$ cat src/rtl/intc_pkg.sv
package intc_pkg;

    typedef enum logic [0:0] {
        ST_IDLE  = 1'b0,
        ST_OFFER = 1'b1
    } intc_state_e;

endpackage

$ cat src/rtl/intc_flags.sv
module intc_flags #(
    parameter int NUM_SRC = 14
) (
    input  logic               clk,
    input  logic               rst_n,
    input  logic [NUM_SRC-1:0] set_pulse,
    input  logic [NUM_SRC-1:0] sw_clear,
    input  logic [NUM_SRC-1:0] ack_clear,
    output logic [NUM_SRC-1:0] flags
);

    // event pulses take precedence over either kind of clear
    for (genvar i = 0; i < NUM_SRC; i++) begin : g_flag
        always_ff @(posedge clk) begin
            if (!rst_n)
                flags[i] <= 1'b0;
            else if (set_pulse[i])
                flags[i] <= 1'b1;
            else if (sw_clear[i] || ack_clear[i])
                flags[i] <= 1'b0;
        end
    end

endmodule

$ cat src/rtl/intc_arbiter.sv
module intc_arbiter #(
    parameter int NUM_SRC = 14,
    parameter int NUM_LVL = 3,
    localparam int LVL_W  = $clog2(NUM_LVL),
    localparam int SEL_W  = $clog2(NUM_SRC + 1)
) (
    input  logic [NUM_SRC-1:0]       flags,
    input  logic [NUM_SRC-1:0]       src_en,
    input  logic [NUM_SRC*LVL_W-1:0] src_prio,
    input  logic                     glob_en,
    input  logic                     pf_req,
    input  logic [NUM_LVL-1:0]       in_service,
    output logic                     win_valid,
    output logic [SEL_W-1:0]         win_sel,
    output logic [LVL_W-1:0]         win_lvl
);

    localparam logic [LVL_W-1:0] TOP_LVL = LVL_W'(NUM_LVL - 1);

    function automatic logic [LVL_W-1:0] clamp_lvl(input logic [LVL_W-1:0] code);
        return (code > TOP_LVL) ? TOP_LVL : code;
    endfunction

    logic [LVL_W:0]   floor_lvl;
    logic [LVL_W-1:0] cand_lvl;

    always_comb begin
        // lowest level a new request must reach: one above the highest in service
        floor_lvl = '0;
        for (int l = 0; l < NUM_LVL; l++) begin
            if (in_service[l])
                floor_lvl = (LVL_W + 1)'(l + 1);
        end

        win_valid = 1'b0;
        win_sel   = '0;
        win_lvl   = '0;
        cand_lvl  = '0;
        for (int i = 0; i < NUM_SRC; i++) begin
            cand_lvl = clamp_lvl(src_prio[i*LVL_W +: LVL_W]);
            if (flags[i] && src_en[i] && glob_en &&
                ({1'b0, cand_lvl} >= floor_lvl) &&
                (!win_valid || cand_lvl > win_lvl)) begin
                win_valid = 1'b1;
                win_sel   = SEL_W'(i);
                win_lvl   = cand_lvl;
            end
        end

        if (pf_req && ({1'b0, TOP_LVL} >= floor_lvl)) begin
            win_valid = 1'b1;
            win_sel   = SEL_W'(NUM_SRC);
            win_lvl   = TOP_LVL;
        end
    end

endmodule

$ cat src/rtl/intc_service.sv
module intc_service #(
    parameter int NUM_LVL = 3,
    localparam int LVL_W  = $clog2(NUM_LVL)
) (
    input  logic               clk,
    input  logic               rst_n,
    input  logic               push,
    input  logic [LVL_W-1:0]   push_lvl,
    input  logic               pop,
    output logic [NUM_LVL-1:0] in_service
);

    logic [NUM_LVL-1:0] after_pop;
    logic [NUM_LVL-1:0] nxt;

    always_comb begin
        after_pop = in_service;
        if (pop) begin
            for (int l = NUM_LVL - 1; l >= 0; l--) begin
                if (in_service[l] && (after_pop == in_service)) begin
                    after_pop[l] = 1'b0;
                end
            end
        end
        nxt = after_pop;
        if (push)
            nxt[push_lvl] = 1'b1;
    end

    always_ff @(posedge clk) begin
        if (!rst_n)
            in_service <= '0;
        else
            in_service <= nxt;
    end

endmodule

$ cat src/rtl/prio_intc.sv
module prio_intc #(
    parameter int NUM_SRC    = 14,
    parameter int NUM_LVL    = 3,
    parameter int VEC_W      = 16,
    parameter int VEC_STRIDE = 8,
    parameter int VEC_BASE   = 3,
    localparam int LVL_W     = $clog2(NUM_LVL),
    localparam int SEL_W     = $clog2(NUM_SRC + 1)
) (
    input  logic                     clk,
    input  logic                     rst_n,
    input  logic [NUM_SRC-1:0]       src_evt,
    input  logic [NUM_SRC-1:0]       src_clr,
    input  logic [NUM_SRC-1:0]       src_en,
    input  logic [NUM_SRC-1:0]       src_edge,
    input  logic [NUM_SRC*LVL_W-1:0] src_prio,
    input  logic                     glob_en,
    input  logic                     pf_in,
    input  logic                     pf_en,
    input  logic                     ack,
    input  logic                     reti,
    output logic                     irq_req,
    output logic [VEC_W-1:0]         irq_vec,
    output logic [LVL_W-1:0]         irq_lvl,
    output logic [NUM_SRC-1:0]       pend_flags
);

    import intc_pkg::*;

    intc_state_e        state_q, state_d;
    logic               win_valid;
    logic [SEL_W-1:0]   win_sel, sel_q;
    logic [LVL_W-1:0]   win_lvl, lvl_q;
    logic [NUM_LVL-1:0] isr_q;
    logic [NUM_SRC-1:0] ack_clr;
    logic               ack_take;

    assign ack_take = ack && (state_q == ST_OFFER);

    for (genvar i = 0; i < NUM_SRC; i++) begin : g_ackclr
        assign ack_clr[i] = ack_take && src_edge[i] && (sel_q == SEL_W'(i));
    end

    intc_flags #(.NUM_SRC(NUM_SRC)) u_flags (
        .clk       (clk),
        .rst_n     (rst_n),
        .set_pulse (src_evt),
        .sw_clear  (src_clr),
        .ack_clear (ack_clr),
        .flags     (pend_flags)
    );

    intc_arbiter #(.NUM_SRC(NUM_SRC), .NUM_LVL(NUM_LVL)) u_arb (
        .flags      (pend_flags),
        .src_en     (src_en),
        .src_prio   (src_prio),
        .glob_en    (glob_en),
        .pf_req     (pf_in && pf_en),
        .in_service (isr_q),
        .win_valid  (win_valid),
        .win_sel    (win_sel),
        .win_lvl    (win_lvl)
    );

    intc_service #(.NUM_LVL(NUM_LVL)) u_svc (
        .clk        (clk),
        .rst_n      (rst_n),
        .push       (ack_take),
        .push_lvl   (lvl_q),
        .pop        (reti),
        .in_service (isr_q)
    );

    // next-state logic
    always_comb begin
        state_d = state_q;
        unique case (state_q)
            ST_IDLE:  state_d = win_valid ? ST_OFFER : ST_IDLE;            // arm
            ST_OFFER: state_d = (ack || !win_valid) ? ST_IDLE : ST_OFFER;  // take / withdraw / hold
            default:  state_d = ST_IDLE;
        endcase
    end

    // state register
    always_ff @(posedge clk) begin
        if (!rst_n)
            state_q <= ST_IDLE;
        else
            state_q <= state_d;
    end

    // offered request registers
    always_ff @(posedge clk) begin
        if (!rst_n) begin
            sel_q <= '0;
            lvl_q <= '0;
        end else if (win_valid) begin
            sel_q <= win_sel;
            lvl_q <= win_lvl;
        end
    end

    assign irq_req = (state_q == ST_OFFER);
    assign irq_lvl = lvl_q;
    assign irq_vec = VEC_W'(sel_q) * VEC_W'(VEC_STRIDE) + VEC_W'(VEC_BASE);

endmodule

$ cat config.mk
export PLATFORM = sky130hd
export DESIGN_NAME = prio_intc
export DESIGN_NICKNAME = d
export VERILOG_FILES = /design/src/rtl/intc_pkg.sv /design/src/rtl/intc_flags.sv /design/src/rtl/intc_arbiter.sv /design/src/rtl/intc_service.sv /design/src/rtl/prio_intc.sv
export SDC_FILE = /design/constraint.sdc
export NUM_CORES = 1
export LEC_CHECK = 0
export BUFFER_PORTS_ARGS = -buffer_cell sky130_fd_sc_hd__buf_2
export CORE_MARGIN = 4
export CORE_UTILIZATION = 45
export DETAILED_ROUTE_END_ITERATION = 10
export HOLD_SLACK_MARGIN = 0.03
export PLACE_DENSITY = 0.76
export SYNTH_ARGS = -nofsm -noshare
export SYNTH_HDL_FRONTEND = slang
export SYNTH_HIERARCHICAL = 1
export SYNTH_SLANG_ARGS = --single-unit
$ cat constraint.sdc
create_clock -name clk -period 16.86 [get_ports clk]
set_input_delay 1.686 -clock clk [delete_from_list [all_inputs] [get_ports clk]]
set_output_delay 1.686 -clock clk [all_outputs]
set_load 0.01 [all_outputs]
==> impl_metrics.tcl <==
set metrics [dict create \
    cp.required_ns 17.03 \
    swShare_pct 38.1 \
    initial_core_util_pct 46.2 \
    p_per_area_nw_per_um2 52.3 \
    synth_edf_count 0 \
    dp_slack_ns -1.14 \
    final_cell_mix "buf_2, buf_4, ha_1" \
    slew_viol_final 0 \
    initialDrtViolationCount 109 \
    gp_congestion 0.861 \
    wirelength_um 11900 \
    vias 4081 \
    rsz0062_at_grt "yes" \
    clkPwrFrac_pct 18.9 \
    r2r_start "u_svc/in_service[1]$_SDFF_PN0_" \
    synth_cell_types 75 \
    max_freq_mhz 59.6 \
    worstPathMaxFanout 5 \
    p_switching_mw 0.104 \
    clk_latency_ns 0.27 \
    cts_tree "done" \
    period_share_pct 99.6 \
    fin_ws_ns 0.0700 \
    combPwrFrac_pct 56.7 \
    seqPwrFrac_pct 24.4 \
    ant_nets 0 \
    worstSetupPathType "in -> reg" \
    n_fill_cell 621 \
    grt_max_degree 25 \
    rr_worst_depth 91 \
    hp-class "reg -> reg" \
    start_kind "input port" \
    hp-start "u_svc/in_service[0]$_SDFF_PN0_" \
    cts_hold_buf 0 \
    wl_per_cell_um 16.4 \
    root_buffer "clkbuf_8" \
    ys_seq_area_share_pct 13.4 \
    clockBufferDepth 2 \
    ys.warnings.count 6 \
    ys.flop_type "dfxtp_1" \
    port_buffers 111 \
    grt_pass1_wl_um 17900 \
    intPower_mw 0.170 \
    die_w_um 97.1 \
    dp_hpwl_um 8980 \
    crit_slowest_cell "a2111oi_4" \
    cp_common_cell "ha_4" \
    avgSynthCellArea_sq_um 7.79 \
    vias_per_cell 5.64 \
    die_h_um 97.1 \
    synth_area_sq_um 3570 \
    gr-total-overflow 0 \
    cap_violations 0 \
    drive_above_1_share_pct 46.2 \
    synth_seq_cells 24 \
    pin_count 124 \
    skew_ns 0.00818 \
    diodes 0 \
    p_leak_nw 2.44 \
    coreArea_sq_um 7730 \
    status "finished clean" \
    clk_pin_slew_ns 0.09 \
    cts_buffers 3 \
    drc 0 \
    r2r_slack_ns 1.07 \
    final_core_util_pct 68.0 \
    fp-row-count 32 \
    ir_worst_vdd_mv 0.0548 \
    antenna_found_initial 0 \
    clkSinkCount 24 \
    finalSetupViolCount 0 \
    holdPathStages 2 \
    nNetsFinal 763 \
    finalHoldViolCount 0 \
    dieArea_sq_um 9430 \
    holdPathEnd "u_svc/in_service[0]$_SDFF_PN0_" \
    htree_levels 1 \
    worst_pin_slew_ns 0.642 \
    arrival_ns 16.96 \
    min_period_ns 16.79 \
    reg2reg_to "irq_lvl[1]$_SDFFE_PN0P_" \
    syn2layout_area_growth_pct 47.1 \
    track_usage_pct 22.3 \
    synth-async-reset-ratio_pct 0 \
    first_global_vias 3984 \
    critPathMaxStageDelay_ns 0.41 \
    firstDrtPassIters 4 \
    endpoint_kind "flop" \
    final_common_cell "buf_2" \
    synth_cells 459 \
    relSlewSlack_pct 57.1 \
]
==> flip-flops by register name, indices dropped and copies added (netlist names) <==
signal / cells
irq_lvl: 2
irq_req: 1
sel_q: 4
u_flags/flags: 14
u_svc/in_service: 3
==> metrics by stage <==
| stage | instance area (sq um) | power, mW | setup TNS, ns | instances | hold slack (ns) |
|---|---|---|---|---|---|
| 2_1_floorplan | 3610 | 0.143 | 0 | 469 | 0.458 |
| 3_3_place_gp | 4460 | 0.178 | -1.70 | 699 | 0.476 |
| 3_5_place_dp | 4460 | 0.183 | -6.31 | 699 | 0.483 |
| 4_1_cts | 4680 | 0.242 | 0 | 706 | 0.495 |
| 5_1_grt | 5260 | 0.292 | -2.98 | 723 | 0.524 |
| 6_report | 5260 | 0.275 | 0 | 723 | 0.495 |
==> what timing repair did <==
| item | 4_1_cts | 5_1_grt |
|---|---|---|
| setup endpoints to repair | 6 | 6 |
| resized for setup | 29 | 83 |
| buffers inserted | 3 | 18 |
| pin swaps | 8 | 69 |
==> cell usage after synthesis, types with 3 or more instances <==
cell type	count	share of area (%)
a21oi_1	27	3.8
dfxtp_1	24	13
or3_1	3	0.53
o21ai_1	6	0.84
nor3_1	3	0.42
ha_1	50	18
nand2_1	30	3.2
nand2b_1	19	3.3
o211ai_1	5	1.1
a21oi_2	4	0.98
a21o_1	7	1.5
o21ai_0	12	1.7
mux2i_1	7	2.0
and2_1	7	1.2
nor2_1	35	3.7
nor2b_1	16	2.8
or2_1	3	0.53
and3_1	19	3.3
o22ai_1	4	0.70
o21a_1	18	3.8
nor3b_1	14	2.9
clkbuf_1	14	1.5
buf_6	3	0.95
nand3_1	25	3.5
inv_1	24	2.5
buf_4	13	2.7
o31ai_1	6	1.3
==> logic make-up (layout without fill, tap and decap cells) <==
kind of cell	Yosys count	in the layout	share of synthesized area, %
DFF	24	24	13.4
muxes	9	9	2.59
other	2	12	0.210
AOI/OAI and AO/OA	126	126	27.7
buffers and inverters	54	206	7.67
adders and majority gates	50	50	17.5
and+or+nand+nor	194	194	30.8
==> cell type report <==
type	count	area (sq um)	share of cell area [%]
clock buffer	3	41.3	0.786
clock inverter	1	30.0	0.571
inverter	24	90.1	1.71
multi-input combinational	391	3410	64.9
sequential	24	480	9.14
tap	102	128	2.43
timing repair buffer	178	1080	20.5
==> worst max-delay path, delay by kind of cell <==
kind | cells | cell delay, ns
AND/OR/NAND/NOR | 25 | 3.33
multiplexers | 3 | 0.56
buffers and inverters | 6 | 0.58
AO/OA/AOI/OAI | 43 | 6.68
adder cells (fa/ha/maj) | 14 | 4.05
==> how the worst max path moves through the flow <==
stage,start,cells after the start,to
finish,src_prio[1],91,irq_lvl[1]$_SDFFE_PN0P_
global route,src_prio[1],93,irq_lvl[1]$_SDFFE_PN0P_
CTS,src_prio[1],97,irq_lvl[1]$_SDFFE_PN0P_
detailed placement,src_prio[1],90,irq_lvl[0]$_SDFFE_PN0P_
global placement,src_prio[1],89,sel_q[2]$_SDFFE_PN0P_
floorplan,src_prio[1],86,sel_q[2]$_SDFFE_PN0P_
==> power by group through the flow <==
| stage | clock network [mW] | registers [mW] | logic (mW) |
|---|---|---|---|
| after floorplan | 0 | 0.0687 | 0.0748 |
| after global placement | 0 | 0.0679 | 0.110 |
| after detailed placement | 0 | 0.0682 | 0.115 |
| after CTS | 0.0518 | 0.0670 | 0.123 |
| after global routing | 0.0543 | 0.0681 | 0.170 |
| final | 0.0518 | 0.0671 | 0.156 |
==> per-layer routing <==
metal | track usage, % | vias up | share of wire, %
met3 | 2.51 | 29 | 6.2
met5 | 0 | - | 0
met2 | 41.3 | 150 | 50
li1 | - | 1980 | -
met4 | 7.13 | 0 | 2.5
met1 | 26.6 | 1922 | 41
Note: power is estimated with default switching activity, not from simulation.
